### src/rtl/icpt_pkg.sv
package icpt_pkg;
  localparam int unsigned CODE_W     = 12;
  localparam int unsigned NARROW_W   = 16;
  localparam int unsigned EXC_W      = 32;
  localparam int unsigned GEN_W      = 64;
  localparam int unsigned NUM_NARROW = 4;
  localparam int unsigned NUM_MAPS   = 6;
  localparam int unsigned IDX_W      = $clog2(GEN_W);

  typedef enum logic [2:0] {
    MAP_CRR  = 3'd0,
    MAP_CRW  = 3'd1,
    MAP_DRR  = 3'd2,
    MAP_DRW  = 3'd3,
    MAP_EXC  = 3'd4,
    MAP_GEN  = 3'd5,
    MAP_NONE = 3'd7
  } map_e;

  typedef struct packed {
    map_e             map;
    logic [IDX_W-1:0] idx;
  } route_t;

  // range base per bitmap number
  function automatic int unsigned range_base(int unsigned m);
    case (m)
      0:       return 'h000;
      1:       return 'h010;
      2:       return 'h020;
      3:       return 'h030;
      4:       return 'h040;
      default: return 'h060;
    endcase
  endfunction

  // number of codes per range
  function automatic int unsigned range_span(int unsigned m);
    case (m)
      0, 1:    return 9;
      2, 3:    return 8;
      4:       return EXC_W;
      default: return GEN_W;
    endcase
  endfunction
endpackage

### src/rtl/icpt_route_decode.sv
module icpt_route_decode
  import icpt_pkg::*;
#(
  parameter int unsigned CW = CODE_W
) (
  input  logic [CW-1:0] code_i,
  output route_t        route_o
);
  logic [NUM_MAPS-1:0] in_rng;
  logic [IDX_W-1:0]    offs [NUM_MAPS];

  for (genvar m = 0; m < NUM_MAPS; m++) begin : g_rng
    localparam int unsigned BASE  = range_base(m);
    localparam int unsigned LIMIT = BASE + range_span(m);
    logic lo_ok;
    logic hi_ok;
    if (BASE == 0) begin : g_zero
      assign lo_ok = 1'b1;
    end else begin : g_nz
      assign lo_ok = (code_i >= CW'(BASE));
    end
    assign hi_ok     = (code_i < CW'(LIMIT));
    assign in_rng[m] = lo_ok & hi_ok;
    assign offs[m]   = IDX_W'(code_i - CW'(BASE));
  end

  // ranges are disjoint; lowest number wins for safety
  always_comb begin
    route_o.map = MAP_NONE;
    route_o.idx = '0;
    for (int m = NUM_MAPS - 1; m >= 0; m--) begin
      if (in_rng[m]) begin
        route_o.map = map_e'(3'(m));
        route_o.idx = offs[m];
      end
    end
  end
endmodule

### src/rtl/icpt_bitmap_bank.sv
module icpt_bitmap_bank
  import icpt_pkg::*;
(
  input  logic                                 clk_i,
  input  logic                                 rst_ni,
  input  logic [NUM_MAPS-1:0]                  ld_en_i,
  input  logic [GEN_W-1:0]                     ld_data_i,
  input  logic                                 exit_i,
  output logic [NUM_NARROW-1:0][NARROW_W-1:0]  narrow_o,
  output logic [EXC_W-1:0]                     exc_o,
  output logic [GEN_W-1:0]                     gen_o
);
  logic [NUM_NARROW-1:0][NARROW_W-1:0] narrow_q;
  logic [EXC_W-1:0]                    exc_q;
  logic [GEN_W-1:0]                    gen_q;

  for (genvar k = 0; k < NUM_NARROW; k++) begin : g_narrow
    always_ff @(posedge clk_i or negedge rst_ni) begin
      if (!rst_ni)         narrow_q[k] <= '0;
      else if (ld_en_i[k]) narrow_q[k] <= ld_data_i[NARROW_W-1:0];
    end
  end

  // exit has priority over a same-cycle load
  always_ff @(posedge clk_i or negedge rst_ni) begin
    if (!rst_ni)                exc_q <= '0;
    else if (exit_i)            exc_q <= '0;
    else if (ld_en_i[MAP_EXC])  exc_q <= ld_data_i[EXC_W-1:0];
  end

  always_ff @(posedge clk_i or negedge rst_ni) begin
    if (!rst_ni)                gen_q <= '0;
    else if (exit_i)            gen_q <= '0;
    else if (ld_en_i[MAP_GEN])  gen_q <= ld_data_i;
  end

  assign narrow_o = narrow_q;
  assign exc_o    = exc_q;
  assign gen_o    = gen_q;
endmodule

### src/rtl/icpt_bit_select.sv
module icpt_bit_select
  import icpt_pkg::*;
(
  input  route_t                               route_i,
  input  logic [NUM_NARROW-1:0][NARROW_W-1:0]  narrow_i,
  input  logic [EXC_W-1:0]                     exc_i,
  input  logic [GEN_W-1:0]                     gen_i,
  output logic                                 bit_o
);
  localparam int unsigned NW_IDX = $clog2(NARROW_W);
  localparam int unsigned EX_IDX = $clog2(EXC_W);

  always_comb begin
    unique case (route_i.map)
      MAP_CRR, MAP_CRW, MAP_DRR, MAP_DRW:
        bit_o = narrow_i[route_i.map[1:0]][route_i.idx[NW_IDX-1:0]];
      MAP_EXC: bit_o = exc_i[route_i.idx[EX_IDX-1:0]];
      MAP_GEN: bit_o = gen_i[route_i.idx];
      default: bit_o = 1'b0;
    endcase
  end
endmodule

### src/rtl/intercept_decider.sv
module intercept_decider
  import icpt_pkg::*;
#(
  parameter int unsigned CW = CODE_W
) (
  input  logic                clk_i,
  input  logic                rst_ni,
  input  logic [NUM_MAPS-1:0] ld_en_i,
  input  logic [GEN_W-1:0]    ld_data_i,
  input  logic                exit_i,
  input  logic                guest_i,
  input  logic                req_valid_i,
  input  logic [CW-1:0]       code_i,
  output logic                rsp_valid_o,
  output logic                hit_o
);
  logic [NUM_NARROW-1:0][NARROW_W-1:0] narrow_map;
  logic [EXC_W-1:0]                    exc_map;
  logic [GEN_W-1:0]                    gen_map;
  route_t                              route;
  logic                                sel_bit;
  logic                                rsp_q;
  logic                                hit_q;

  icpt_route_decode #(.CW(CW)) i_decode (
    .code_i  (code_i),
    .route_o (route)
  );

  icpt_bitmap_bank i_bank (
    .clk_i     (clk_i),
    .rst_ni    (rst_ni),
    .ld_en_i   (ld_en_i),
    .ld_data_i (ld_data_i),
    .exit_i    (exit_i),
    .narrow_o  (narrow_map),
    .exc_o     (exc_map),
    .gen_o     (gen_map)
  );

  icpt_bit_select i_select (
    .route_i  (route),
    .narrow_i (narrow_map),
    .exc_i    (exc_map),
    .gen_i    (gen_map),
    .bit_o    (sel_bit)
  );

  always_ff @(posedge clk_i or negedge rst_ni) begin
    if (!rst_ni) begin
      rsp_q <= 1'b0;
      hit_q <= 1'b0;
    end else begin
      rsp_q <= req_valid_i;
      hit_q <= req_valid_i & guest_i & sel_bit;
    end
  end

  assign rsp_valid_o = rsp_q;
  assign hit_o       = hit_q;
endmodule

### config.mk
export PLATFORM = sky130hd
export DESIGN_NAME = intercept_decider
export DESIGN_NICKNAME = d
export VERILOG_FILES = /design/src/rtl/icpt_pkg.sv /design/src/rtl/icpt_route_decode.sv /design/src/rtl/icpt_bitmap_bank.sv /design/src/rtl/icpt_bit_select.sv /design/src/rtl/intercept_decider.sv
export SDC_FILE = /design/constraint.sdc
export NUM_CORES = 1
export LEC_CHECK = 0
export ABC_CLOCK_PERIOD_IN_PS = 2300
export BUFFER_PORTS_ARGS = -buffer_cell sky130_fd_sc_hd__buf_2
export CAP_MARGIN = 15
export CORE_MARGIN = 3
export CORE_UTILIZATION = 54
export DETAILED_ROUTE_END_ITERATION = 8
export PLACE_DENSITY_LB_ADDON = 0.12
export SLEW_MARGIN = 10
export SYNTH_ARGS = -nofsm -noshare
export SYNTH_HDL_FRONTEND = slang
export SYNTH_SLANG_ARGS = --single-unit
### constraint.sdc
create_clock -name clk_i -period 2.3 [get_ports clk_i]
set_input_delay 0.23 -clock clk_i [delete_from_list [all_inputs] [get_ports clk_i]]
set_output_delay 0.23 -clock clk_i [all_outputs]
set_load 0.02 [all_outputs]
==> impl_results.rst, run 1 <==
.. list-table::
   :header-rows: 1

   * - Metric
     - Value
   * - Run status
     - finished with violations
   * - Failing checks
     - negative setup slack
   * - Dominant combinational cell family by area after synthesis
     - multiplexers
   * - Hold path cells
     - 3
   * - Worst setup EP type
     - flip-flop
   * - Synth Area in Adders
     - 0.00748
   * - Die outline height
     - between 100 and 150 um
   * - Sequential cell area
     - a little over 4000 um^2
   * - Shortest clock period the worst path allows after layout
     - approximately 2.4 ns
   * - Initial antenna violation count
     - 0
   * - Worst Path Max Fanout
     - 10
   * - Endpoint of the worst-slack reg-to-reg timing path
     - hit_o
   * - Worst rel slew slack
     - 0.610
   * - Warning count from the yosys run
     - 0
   * - Most common cell in the netlist
     - dfrtp_1
   * - Site Rows
     - 44
   * - Worst R2R Setup Slack
     - roughly 0.35 ns
   * - Unrepaired setup endpoints after global routing
     - true
   * - Synth area leaders
     - dfrtp_1 48%, mux2i_1 15%, mux2_2 10%
   * - Number of levels in the clock H-tree
     - 4
   * - Distinct cell type count after synthesis
     - between 60 and 70
   * - Summed area of non-filler cells in the final layout
     - ~10000 um^2
   * - Fraction of final layout cells with drive strength greater than 1
     - 0.357
   * - Maximum Capacitance Violations
     - 0
   * - Final HPWL DP
     - 15600 um
   * - Worst path arrival time
     - between 2 and 3 ns
   * - Clock buffer count from CTS
     - 17
   * - Cell type with the largest total area after synthesis
     - dfrtp_1
   * - Synthesized Nets
     - 829
   * - WL per Instance
     - between 20 and 25 um
   * - Multi-input logic area
     - around 4100 um^2
   * - Final worst path period share
     - 1.03
   * - Total Routed Length
     - between 20000 and 25000 um
   * - Clock sink total
     - 162
   * - Final Net Count
     - a little under 1k
   * - Total Neg Setup Slack
     - -0.0787 ns
   * - Leak
     - 4.98 nW
   * - Dominant synthesized flop cell
     - dfrtp_1
   * - Vias in the first global route
     - ~6.8k
   * - Antenna viol nets, final
     - 0
   * - Worst-Margin Slew
     - slightly below 0.6 ns
   * - Maximum VDD drop
     - about 0.58 mV
   * - Count of input and output buffers
     - 88
   * - Die W
     - 130 um
   * - Number of diodes added for antenna fixing
     - 0
   * - DR iter-0 viols
     - 488
   * - Placed Instance Area
     - about 9500 um^2
   * - Fin util
     - 0.692
   * - Cell breakdown of the critical path
     - buf_4 > inv_16 > ha_4 > or2b_1 > a211oi_4 > o311ai_1 > o31a_1 > buf_4 > buf_16 > mux2i_1 > o2111ai_1 > o2111ai_1 > or4b_1 > nand3_1
   * - Max-slew violation count
     - 0
   * - Cells after DPL
     - 1041
   * - Multiplexer share of the synthesized area
     - 0.277
   * - Wire length of the first global-routing pass
     - about 36000 um
   * - Average footprint of a synthesized cell
     - ~11 um^2
   * - Die outline area
     - between 15000 and 20000 um^2
   * - Synth Area in Compound Gates
     - 0.0941
   * - Proportion of synthesized flip-flops having asynchronous set or reset
     - 1.00
   * - Core region area
     - 14900 um^2
   * - Filler cell count in the final layout
     - 1115
   * - Vias
     - roughly 6.5k
   * - Worst hold-check path type
     - input pin to flip-flop
   * - Worst setup slack after layout
     - -0.0787 ns
   * - Remaining DRCs
     - 0
   * - Number of endpoints failing setup at the final stage
     - 1
   * - CP max stage cell
     - or4b_1
   * - Launch instance of the worst register-to-register path
     - i_bank.exc_o[22]
   * - Fraction of the mapped netlist area in simple logic gates
     - 0.102
   * - Overflow after GRT
     - 0
   * - Post-Syn Instances
     - roughly 740
   * - Post-synth top area share
     - 0.485
   * - Sequential share of the synthesized area
     - 0.485
   * - Tightest hold margin
     - about 0.04 ns
   * - Initial cell density of the core
     - 0.563
   * - Synthesis-stage register bit count
     - 162
   * - WP buf/inv
     - 4
   * - Io pins
     - 89
   * - Summed instance area of the synthesized netlist
     - roughly 8400 um^2
   * - CP Launch Type
     - input pin
   * - Critical hold path startpoint
     - ld_data_i[61]
   * - Critical path required time
     - roughly 2.7 ns
   * - Depth of the most critical reg-to-reg path
     - 6
   * - Critical path class
     - input pin to flip-flop
   * - Largest net degree at the start of global routing
     - 97
   * - Post-Layout Cell Count
     - about 1.1k
   * - Worst min-delay path endpoint
     - i_bank.gen_o[61]
   * - Xor and xnor area share after synthesis
     - 0
   * - Total global routing track utilization
     - 0.274
   * - Final weighted congestion of routability-driven global placement
     - approximately 0.91
   * - Cell Pwr Density
     - 675 nW/um^2
   * - Number of iterations in the first detailed-routing pass
     - 5
   * - Number of hold-slack violations in the final timing report
     - 0
   * - Largest delay share family, worst path
     - compound AO/OA/AOI/OAI gates
   * - Achievable Freq
     - 0.420 GHz
   * - Register clock-pin slew on the reported worst setup and hold paths
     - ~0.060 ns
   * - Worst Clk Skew
     - ~0.017 ns
   * - Largest incremental delay on the critical path
     - 0.48 ns
   * - Synth top cells by count
     - 162 x dfrtp_1, 122 x mux2i_1, 121 x nor2_1
   * - Detailed-route vias per instance
     - between 6 and 7
   * - Clock insertion delay at the later pin of the skew report
     - 0.43 ns
   * - Number of enable flip-flop cells after synthesis
     - 0
   * - Buffer type at the clock tree root
     - clkbuf_16
   * - Area growth from synthesis to final layout
     - 22.9%
   * - Max Buffers Root-to-Sink
     - 2
   * - Critical path startpoint
     - code_i[5]
   * - Clock tree from TritonCTS
     - yes
-- tightest hold or removal path, cell delays in order --
cell,delay [ns]
buf_2,0.07
mux2i_1,0.05
nor2_1,0.07
-- sequential cells by signal, indices dropped and copies added (netlist names) --
name and count:
i_bank.gen_o 64, i_bank.exc_o 32, rsp_valid_o 1, hit_o 1
i_bank.narrow_o 64
-- how the worst max path moves through the flow --
stage | endpoint | slack, ns | cells after the start
6_report | hit_o | -0.08 | 14
3_5_place_dp | hit_o | -0.62 | 12
3_3_place_gp | hit_o | -0.58 | 11
4_1_cts | hit_o | -0.04 | 11
5_1_grt | hit_o | -0.15 | 14
2_1_floorplan | hit_o | -0.16 | 13
-- power breakdown --
group          switching [W]  total [W]  internal (W)
sequential          0.000117    0.00318       0.00306
combinational       0.000518   0.000983      0.000466
clock                0.00121    0.00278       0.00156
total                0.00185    0.00694       0.00509
-- cells in the final DEF (no fill, tap or decap), drive strengths merged, types with 4 or more instances in the layout --
cell     netlist  final
o22ai          4      4
clkbuf        33     19
dfrtp        162    162
nor3           9      9
or2            4      5
buf           19    176
a221oi         7      7
o211ai         4      4
o311ai         5      5
o2111ai        5      5
nand3         12     12
mux4          11     11
o21ai         18     18
ha             5      5
a211oi        12     12
mux2          75     75
mux2i        122    122
nand2b         4      4
inv           10     15
nand2         27     27
nor2         122    122
clkinv         0      5
a21oi         19     19
-- layout make-up --
type / instances / area share
sequential: 162 / 0.394
inverter: 10 / 0.00523
clock buffer: 19 / 0.0441
timing repair buffer: 178 / 0.120
tap: 184 / 0.0224
clock inverter: 13 / 0.0119
multi-input combinational: 514 / 0.402
-- timing repair --
action	in CTS	in global routing
hold buffers	2	0
setup endpoints to repair	1	1
hold endpoints to repair	58	0
setup buffers	3	0
gates resized for setup	18	8
pin swaps	8	3
gates cloned	2	0
-- kinds of logic (layout without fill, tap and decap cells) --
family,after synthesis,in the layout
flops,162,162
simple gates,195,196
mux,208,208
buf+inv,62,220
compound gates,105,105
fa+ha+maj,5,5
-- layer usage --
layer  wire, um  vias up  track usage
li1           -     2971            -
met1      10000     3288        0.379
met2      10700      220        0.432
met3       1230       33       0.0638
met4        397        0       0.0889
met5          0        -            0
-- through the flow --
step / total power (W) / worst slack [ns]
after detailed placement: 0.00418 / -0.618
after CTS: 0.00697 / -0.0392
final: 0.00694 / -0.0787
after global placement: 0.00413 / -0.577
after global routing: 0.00721 / -0.149
after floorplan: 0.00376 / -0.160
No activity file was read; power rests on OpenSTA's default activity.
==> inputs of run 2 (changes only) <==
PLACE_DENSITY = 0.81   (was not set)
PLACE_DENSITY_LB_ADDON = not set   (was 0.12)
SKIP_LAST_GASP = 1   (was not set)
SYNTH_HIERARCHICAL = 1   (was not set)
==> run 2 against run 1 <==
  * The flow still finishes with violations (negative setup slack)
  * Cell count down 6.4%
  * Non-clock buffer count grew 9
  * Routed wire length is 4.6% lower
  * Utilization rose by 0.20 points
  * Total power is 2.4% higher
  * Combinational power is 8.3% lower
  * Flip-flop and latch count stayed put
  * Sequential share of layout area about the same
  * Count of clock-buffer cells in the layout down 2
  * Global-route usage is 1.3 points lower
  * Highest routed layer unchanged
==> impl_results.rst, run 2 <==
.. list-table::
   :header-rows: 1

   * - Metric
     - Value
   * - Total Neg Setup Slack
     - -0.847 ns (was -0.0787 ns)
   * - Distinct cell type count after synthesis
     - 59 (was 65)
   * - Post-synth top area share
     - 0.488 (was 0.485)
   * - Cell type with the largest total area after synthesis
     - dfrtp_1 (unchanged)
   * - Internal power
     - 0.00534 W (was 0.00509 W)
   * - Leak
     - 4.82 nW (was 4.98 nW)
   * - Clock sink total
     - 162 (unchanged)
   * - Unrepaired setup endpoints after global routing
     - true (unchanged)
   * - Max Buffers Root-to-Sink
     - 2 (unchanged)
   * - Summed instance area of the synthesized netlist
     - 8300 um^2 (was 8370 um^2)
   * - Worst setup EP type
     - flip-flop (unchanged)
   * - Shortest clock period the worst path allows after layout
     - 3.15 ns (was 2.38 ns)
   * - Most frequent standard cell in the layout excluding fill and tap cells
     - dfrtp_1 (unchanged)
   * - Buffer type at the clock tree root
     - clkbuf_16 (unchanged)
   * - Cell Pwr Density
     - 691 nW/um^2 (was 675 nW/um^2)
   * - Clock insertion delay at the later pin of the skew report
     - 0.43 ns (about the same)
   * - Final HPWL DP
     - 14000 um (was 15600 um)
   * - Maximum VDD drop
     - 0.518 mV (was 0.584 mV)
   * - Average footprint of a synthesized cell
     - 12.6 um^2 (was 11.4 um^2)
   * - Worst min-delay path endpoint
     - i_bank/gen_o[57] (was i_bank.gen_o[61])
   * - Achievable Freq
     - 0.318 GHz (was 0.420 GHz)
   * - WL per Instance
     - 21.0 um (was 20.7 um)
   * - Antenna viol nets, final
     - 0 (unchanged)
   * - Depth of the most critical reg-to-reg path
     - 7 (was 6)
   * - Count of input and output buffers
     - 88 (unchanged)
   * - Register clock-pin slew on the reported worst setup and hold paths
     - 0.07 ns (was 0.06 ns)
   * - Fin util
     - 0.694 (was 0.692)
   * - Final worst path period share
     - 1.37 (was 1.03)
   * - Site Rows
     - 44 (unchanged)
   * - Number of enable flip-flop cells after synthesis
     - 0 (unchanged)
   * - Clock tree from TritonCTS
     - yes (unchanged)
   * - Filler cell count in the final layout
     - 984 (was 1115)
   * - Vias
     - 6086 (was 6512)
   * - Detailed-route vias per instance
     - 6.02 (was 6.03)
   * - DR iter-0 viols
     - 533 (was 488)
   * - Number of hold-slack violations in the final timing report
     - 0 (unchanged)
   * - Dominant synthesized flop cell
     - dfrtp_1 (unchanged)
   * - Global Route met1 Usage
     - 0.342 (was 0.379)
   * - Number of endpoints failing setup at the final stage
     - 1 (unchanged)
   * - Worst-Margin Slew
     - 0.712 ns (was 0.586 ns)
   * - Initial antenna violation count
     - 0 (unchanged)
   * - Number of levels in the clock H-tree
     - 4 (unchanged)
   * - Switching power of the nets
     - 0.00176 W (was 0.00185 W)
   * - Launch instance of the worst register-to-register path
     - i_bank/gen_o[59] (was i_bank.exc_o[22])
   * - Synth area leaders
     - dfrtp_1 49%, mux2i_1 15%, mux2_2 9.6% (was dfrtp_1 48%, mux2i_1 15%, mux2_2 10%)
   * - Synth top cells by count
     - 162 x dfrtp_1, 127 x mux2i_1, 106 x nor2_1 (was 162 x dfrtp_1, 122 x mux2i_1, 121 x nor2_1)
   * - Worst path arrival time
     - 3.47 ns (was 2.75 ns)
   * - Worst R2R Setup Slack
     - 0.33 ns (was 0.35 ns)
   * - Warning count from the yosys run
     - 6 (was 0)
   * - Sw Share
     - 0.248 (was 0.266)
   * - Sequential share of the synthesized area
     - 0.488 (was 0.485)
   * - Synthesized Nets
     - 751 (was 829)
   * - Final weighted congestion of routability-driven global placement
     - 0.882 (was 0.909)
   * - Met3 global-route usage
     - 0.0454 (was 0.0638)
   * - Largest net degree at the start of global routing
     - 97 (unchanged)
   * - Total global routing track utilization
     - 0.261 (was 0.274)
   * - Failing checks
     - negative setup slack (unchanged)
   * - Die outline height
     - 130 um (about the same)
   * - Clock buffer count from CTS
     - 17 (unchanged)
   * - Io pins
     - 89 (unchanged)
   * - Tightest hold margin
     - 0.0465 ns (was 0.0411 ns)
   * - Die W
     - 130 um (about the same)
   * - Endpoint of the worst-slack reg-to-reg timing path
     - hit_o (unchanged)
   * - Number of iterations in the first detailed-routing pass
     - 6 (was 5)
   * - Worst hold-check path type
     - input pin to flip-flop (unchanged)
   * - Most common cell in the netlist
     - dfrtp_1 (unchanged)
   * - Post-Syn Instances
     - 660 (was 737)
   * - Total Routed Length
     - 21300 um (was 22300 um)
   * - Worst setup slack after layout
     - -0.847 ns (was -0.0787 ns)
   * - Vias in the first global route
     - 6369 (was 6764)
   * - Number of diodes added for antenna fixing
     - 0 (unchanged)
   * - Proportion of synthesized flip-flops having asynchronous set or reset
     - 1.00 (unchanged)
   * - Synthesis-stage register bit count
     - 162 (unchanged)
   * - Top library cells by usage in the layout, fill and taps aside
     - 162 x dfrtp_1, 124 x mux2i_1, 106 x nor2_1 (was 162 x dfrtp_1, 122 x mux2i_1, 121 x nor2_1)
   * - Logic pwr share
     - 0.127 (was 0.142)
   * - Worst rel slew slack
     - 0.522 (was 0.610)
   * - Worst Path Max Fanout
     - 5 (was 10)
   * - Wire length of the first global-routing pass
     - 33900 um (was 35700 um)
   * - Portion of total power attributed to sequential cells
     - 0.448 (was 0.458)
   * - Hold path cells
     - 3 (unchanged)
   * - Fraction of final layout cells with drive strength greater than 1
     - 0.411 (was 0.357)
   * - Critical path startpoint
     - code_i[9] (was code_i[5])
   * - Final Net Count
     - 905 (was 975)
   * - Die outline area
     - 16900 um^2 (was 17000 um^2)
   * - Critical path class
     - input pin to flip-flop (unchanged)
   * - Overflow after GRT
     - 0 (unchanged)
   * - Worst Clk Skew
     - 0.00699 ns (was 0.0174 ns)
   * - Met2 global-route usage
     - 0.447 (was 0.432)
   * - Max-slew violation count
     - 0 (unchanged)
   * - CP Launch Type
     - input pin (unchanged)
   * - Top Usage Layer GRT
     - met2 (unchanged)
   * - Run status
     - finished with violations (unchanged)
   * - Clock network fraction of design power
     - 0.425 (was 0.401)
   * - Initial cell density of the core
     - 0.561 (was 0.563)
   * - Remaining DRCs
     - 0 (unchanged)
   * - Core region area
     - 14800 um^2 (was 14900 um^2)
   * - Maximum Capacitance Violations
     - 0 (unchanged)
   * - Area growth from synthesis to final layout
     - 23.7% (was 22.9%)
   * - Critical hold path startpoint
     - ld_data_i[57] (was ld_data_i[61])
   * - Critical path required time
     - 2.62 ns (was 2.67 ns)
-- run 2: cell count changes in the layout (fill, tap and decap cells not counted), moves of 5 or more --
cell	change
nand3_1	-6
nand2_1	-18
a211oi_1	-9
mux4_2	+12
buf_12	+6
a22oi_1	+11
nor2_1	-15
a21oi_1	-13
a221oi_1	-5
o2111ai_1	-5
o21ai_0	-9
-- run 2: cells by family after synthesis --
logic type | count (synthesis) | share of synthesized area
muxes | 223 | 0.316
DFF | 162 | 0.488
and+or+nand+nor | 159 | 0.0874
buffers and inverters | 57 | 0.0524
AOI/OAI and AO/OA | 55 | 0.0499
adders and majority gates | 4 | 0.00603
-- run 2: worst max-delay path, stage by stage --
cell and delay [ns]:
buf_2 0.10, or4_4 0.54, or3_4 0.40, a21oi_4 0.17, a211oi_4 0.07, nor2b_4 0.17
buf_6 0.12, buf_12 0.10, buf_16 0.12, buf_12 0.11, mux4_2 0.48, a31oi_1 0.22
nand3_1 0.13, a311oi_2 0.30, o21ai_1 0.08, and3_1 0.14
-- run 2: stage by stage --
step | power, W | setup WS (ns) | cells | cell area (um^2)
4_1_cts | 0.00711 | -0.754 | 998 | 10100
5_1_grt | 0.00736 | -0.849 | 1011 | 10300
3_5_place_dp | 0.00408 | -1.28 | 959 | 9310
3_3_place_gp | 0.00403 | -1.15 | 959 | 9310
2_1_floorplan | 0.00373 | -1.01 | 660 | 8310
6_report | 0.00710 | -0.847 | 1011 | 10300
-- run 2: layout make-up --
class                   instances  area, um^2  area share
clock buffers                  17         425      0.0414
clock inverters                15         204      0.0199
inverters                       5        18.8     0.00183
multi-input cells             441        3960       0.386
flip-flops and latches        162        4050       0.395
well taps                     184         230      0.0224
repair buffers                187        1380       0.134
-- run 2: worst max-delay path by stage --
stage	cells past startpoint	to	slack (ns)
final	16	hit_o	-0.85
after floorplan	14	hit_o	-1.01
after global placement	14	hit_o	-1.15
after detailed placement	16	hit_o	-1.28
after global routing	15	hit_o	-0.85
after CTS	15	hit_o	-0.75
-- run 2: repair_timing --
item | in CTS | in global routing
pin swaps | 6 | 11
setup endpoints to repair | 1 | 1
hold buffers | 2 | 0
buffers inserted | 4 | 13
resized for setup | 10 | 18
gates cloned | 1 | 0
hold endpoints to repair | 57 | 0
-- run 2: per-layer routing --
metal / routed length [um] / vias up / part of all wire
li1: - / 2694 / -
met5: 0 / - / 0
met4: 594 / 0 / 0.028
met3: 1240 / 46 / 0.058
met1: 8740 / 3111 / 0.41
met2: 10700 / 235 / 0.50
-- run 2: power groups by stage --
stage | sequential [W] | combinational, W | clock, W
floorplan | 0.00318 | 0.000553 | 0
CTS | 0.00318 | 0.000882 | 0.00305
finish | 0.00318 | 0.000901 | 0.00302
global route | 0.00320 | 0.000977 | 0.00318
global placement | 0.00321 | 0.000822 | 0
detailed placement | 0.00322 | 0.000858 | 0
==> inputs of run 3 (changes only) <==
ABC_CLOCK_PERIOD_IN_PS = 3000   (was 2300)
clock period = 3 ns   (was 2.3 ns; I/O delays follow)
==> run 3 against run 2 <==
  * The run still ends with negative setup slack left
  * Register-to-register slack better by 0.63 ns
  * Die area did not move
  * Routed wire length stayed put
  * Via count down 2.1%
  * Critical path depth shrank 1
  * Largest power group unchanged
  * Non-clock buffer count fell by 20
  * Highest routed layer unchanged
  * Combinational power fell by 25%
  * Global-route usage fell by 0.16 points
  * Sequential power decreased by 23%
  * Critical endpoint unchanged
==> impl_results.rst, run 3 (same netlist as run 2, synthesis figures left out) <==
.. list-table::
   :header-rows: 1

   * - Metric
     - Value
   * - Run status
     - finished with violations (unchanged)
   * - Failing checks
     - negative setup slack (unchanged)
   * - Worst-Margin Slew
     - 1.11 ns (was 0.712 ns)
   * - Vias
     - 5961 (was 6086)
   * - Critical hold path startpoint
     - req_valid_i (was ld_data_i[57])
   * - Critical path startpoint
     - code_i[11] (was code_i[9])
   * - Site Rows
     - 44 (unchanged)
   * - Worst slack at placement
     - -0.548 ns (was -1.28 ns)
   * - Final weighted congestion of routability-driven global placement
     - 0.861 (was 0.882)
   * - Clock buffer count from CTS
     - 17 (unchanged)
   * - Endpoint of the worst-slack reg-to-reg timing path
     - hit_o (unchanged)
   * - Vias in the first global route
     - 6234 (was 6369)
   * - Cell Pwr Density
     - 531 nW/um^2 (was 691 nW/um^2)
   * - Unrepaired setup endpoints after global routing
     - true (unchanged)
   * - Remaining DRCs
     - 0 (unchanged)
   * - Wire length of the first global-routing pass
     - 33500 um (was 33900 um)
   * - Io pins
     - 89 (unchanged)
   * - Worst Path Max Fanout
     - 5 (unchanged)
   * - Clock insertion delay at the later pin of the skew report
     - 0.43 ns (about the same)
   * - Initial cell density of the core
     - 0.561 (unchanged)
   * - Maximum Capacitance Violations
     - 0 (unchanged)
   * - Maximum VDD drop
     - 0.607 mV (was 0.518 mV)
   * - Critical path required time
     - 3.32 ns (was 2.62 ns)
   * - Final worst path period share
     - 1.04
   * - Core region area
     - 14800 um^2 (unchanged)
   * - Post-route total power
     - 0.00532 W (was 0.00710 W)
   * - Total Routed Length
     - 21300 um (unchanged)
   * - Max Buffers Root-to-Sink
     - 2 (unchanged)
   * - Worst path arrival time
     - 3.45 ns (was 3.47 ns)
   * - WL per Instance
     - 21.5 um (was 21.0 um)
   * - Cell breakdown of the critical path
     - buf_6 > or4_4 > or3_4 > a21oi_4 > a211oi_4 > nor2b_4 > buf_12 > buf_16 > mux4_2 > nand3_2 > nand2_2 > a311o_1 > a311oi_2 > o21ai_1 > and3_1 (was buf_2 > or4_4 > or3_4 > a21oi_4 > a211oi_4 > nor2b_4 > buf_6 > buf_12 > buf_16 > buf_12 > mux4_2 > a31oi_1 > nand3_1 > a311oi_2 > o21ai_1 > and3_1)
   * - Detailed-route vias per instance
     - 6.02 (about the same)
   * - WP buf/inv
     - 3 (was 5)
   * - Leak
     - 4.71 nW (was 4.82 nW)
   * - Worst setup slack after layout
     - -0.127 ns (was -0.847 ns)
   * - Worst rel slew slack
     - 0.261 (was 0.522)
   * - Tightest hold margin
     - 0.0543 ns (was 0.0465 ns)
   * - CP max stage cell
     - or4_4 (unchanged)
   * - Overflow after GRT
     - 0 (unchanged)
   * - Max-slew violation count
     - 0 (unchanged)
   * - Largest net degree at the start of global routing
     - 81 (was 97)
   * - DR iter-0 viols
     - 533 (unchanged)
   * - Worst setup EP type
     - flip-flop (unchanged)
   * - Worst R2R Setup Slack
     - 0.96 ns (was 0.33 ns)
   * - Most frequent standard cell in the layout excluding fill and tap cells
     - dfrtp_1 (unchanged)
   * - Clock sink total
     - 162 (unchanged)
   * - Number of diodes added for antenna fixing
     - 0 (unchanged)
   * - Placed Instance Area
     - 9180 um^2 (was 9310 um^2)
   * - Fraction of final layout cells with drive strength greater than 1
     - 0.392 (was 0.411)
   * - Register clock-pin slew on the reported worst setup and hold paths
     - 0.06 ns (was 0.07 ns)
   * - Final HPWL DP
     - 14200 um (was 14000 um)
   * - Number of levels in the clock H-tree
     - 4 (unchanged)
   * - Final Net Count
     - 885 (was 905)
   * - Logic depth of the worst setup path including buffers
     - 15 (was 16)
   * - Top library cells by usage in the layout, fill and taps aside
     - 162 x dfrtp_1, 127 x mux2i_1, 106 x nor2_1 (was 162 x dfrtp_1, 124 x mux2i_1, 106 x nor2_1)
   * - Achievable Freq
     - about 0.32 GHz
   * - Count of input and output buffers
     - 88 (unchanged)
   * - Capturing element of the worst setup path
     - hit_o (unchanged)
   * - Shortest clock period the worst path allows after layout
     - 3.13 ns
   * - Total Neg Setup Slack
     - -0.127 ns (was -0.847 ns)
   * - Critical path class
     - input pin to flip-flop (unchanged)
   * - Number of hold-slack violations in the final timing report
     - 0 (unchanged)
   * - Initial antenna violation count
     - 0 (unchanged)
   * - Worst hold-check path type
     - input pin to flip-flop (unchanged)
   * - Total global routing track utilization
     - 0.260 (was 0.261)
   * - Antenna viol nets, final
     - 0 (unchanged)
   * - Number of iterations in the first detailed-routing pass
     - 5 (was 6)
   * - Largest delay share family, worst path
     - simple AND/OR/NAND/NOR gates (unchanged)
   * - Number of endpoints failing setup at the final stage
     - 1 (unchanged)
   * - Largest incremental delay on the critical path
     - 0.53 ns (was 0.54 ns)
   * - Worst Clk Skew
     - 0.00597 ns (was 0.00699 ns)
   * - Area growth from synthesis to final layout
     - 20.6% (was 23.7%)
   * - Die W
     - 130 um (unchanged)
   * - Buffer type at the clock tree root
     - clkbuf_16 (unchanged)
   * - Depth of the most critical reg-to-reg path
     - 7 (unchanged)
   * - Clock tree from TritonCTS
     - yes (unchanged)
   * - Die outline height
     - 130 um (unchanged)
   * - Die outline area
     - 16900 um^2 (unchanged)
   * - Summed area of non-filler cells in the final layout
     - 10000 um^2 (was 10300 um^2)
   * - CP Launch Type
     - input pin (unchanged)
   * - Launch instance of the worst register-to-register path
     - i_bank/gen_o[57] (was i_bank/gen_o[59])
## run 3: changes by cell type in the layout (fill, tap and decap cells not counted), moves of 2 or more
cell | previous run | this run
clkbuf_1 | 0 | 2
mux2i_1 | 124 | 127
clkbuf_8 | 0 | 3
mux2i_2 | 3 | 0
buf_6 | 2 | 4
buf_12 | 12 | 6
inv_6 | 4 | 0
buf_4 | 83 | 68
clkinvlp_4 | 4 | 1
## run 3: per-stage QoR
stage / utilization / std cells
floorplan: - / 660
global placement: 0.620 / 950
detailed placement: 0.620 / 950
CTS: 0.671 / 987
global route: 0.676 / 990
finish: 0.676 / 990
## run 3: area by class of cell
cell class / instances / area [um^2]
clock buffer: 22 / 474
timing repair buffer: 167 / 1160
inverter: 5 / 18.8
multi-input combinational: 441 / 3950
clock inverter: 9 / 130
fill: 997 / 4790
sequential: 162 / 4050
tap: 184 / 230
## run 3: worst min path at each step
stage                     slack [ns]                  end  cells after the start
after floorplan                0.004                hit_o                      0
after global placement          0.37   i_bank/narrow_o[8]                      1
after detailed placement        0.39  i_bank/narrow_o[56]                      1
after CTS                       0.03          rsp_valid_o                      1
after global routing            0.03          rsp_valid_o                      1
final                           0.05          rsp_valid_o                      1
## run 3: repair_timing
action	CTS	global route
pin swaps	10	4
buffers inserted	4	2
setup endpoints to repair	1	1
hold buffers	1	0
endpoints found under the hold margin	76	0
cloned	1	1
gates resized for setup	15	13
## run 3: routing by layer
metal / track usage / part of all wire / wire length, um
met3: 0.0610 / 0.059 / 1250
met1: 0.338 / 0.41 / 8740
met2: 0.426 / 0.50 / 10700
met4: 0.0996 / 0.029 / 615
met5: 0.00588 / 0 / 0
## run 3: where the power goes
| part | leakage (nW) | internal [W] | total, W | switching (W) |
|---|---|---|---|---|
| clock | 0.296 | 0.00137 | 0.00221 | 0.000839 |
| combinational | 2.36 | 0.000334 | 0.000675 | 0.000341 |
| sequential | 2.05 | 0.00235 | 0.00244 | 0.0000928 |
| total | 4.71 | 0.00405 | 0.00532 | 0.00127 |
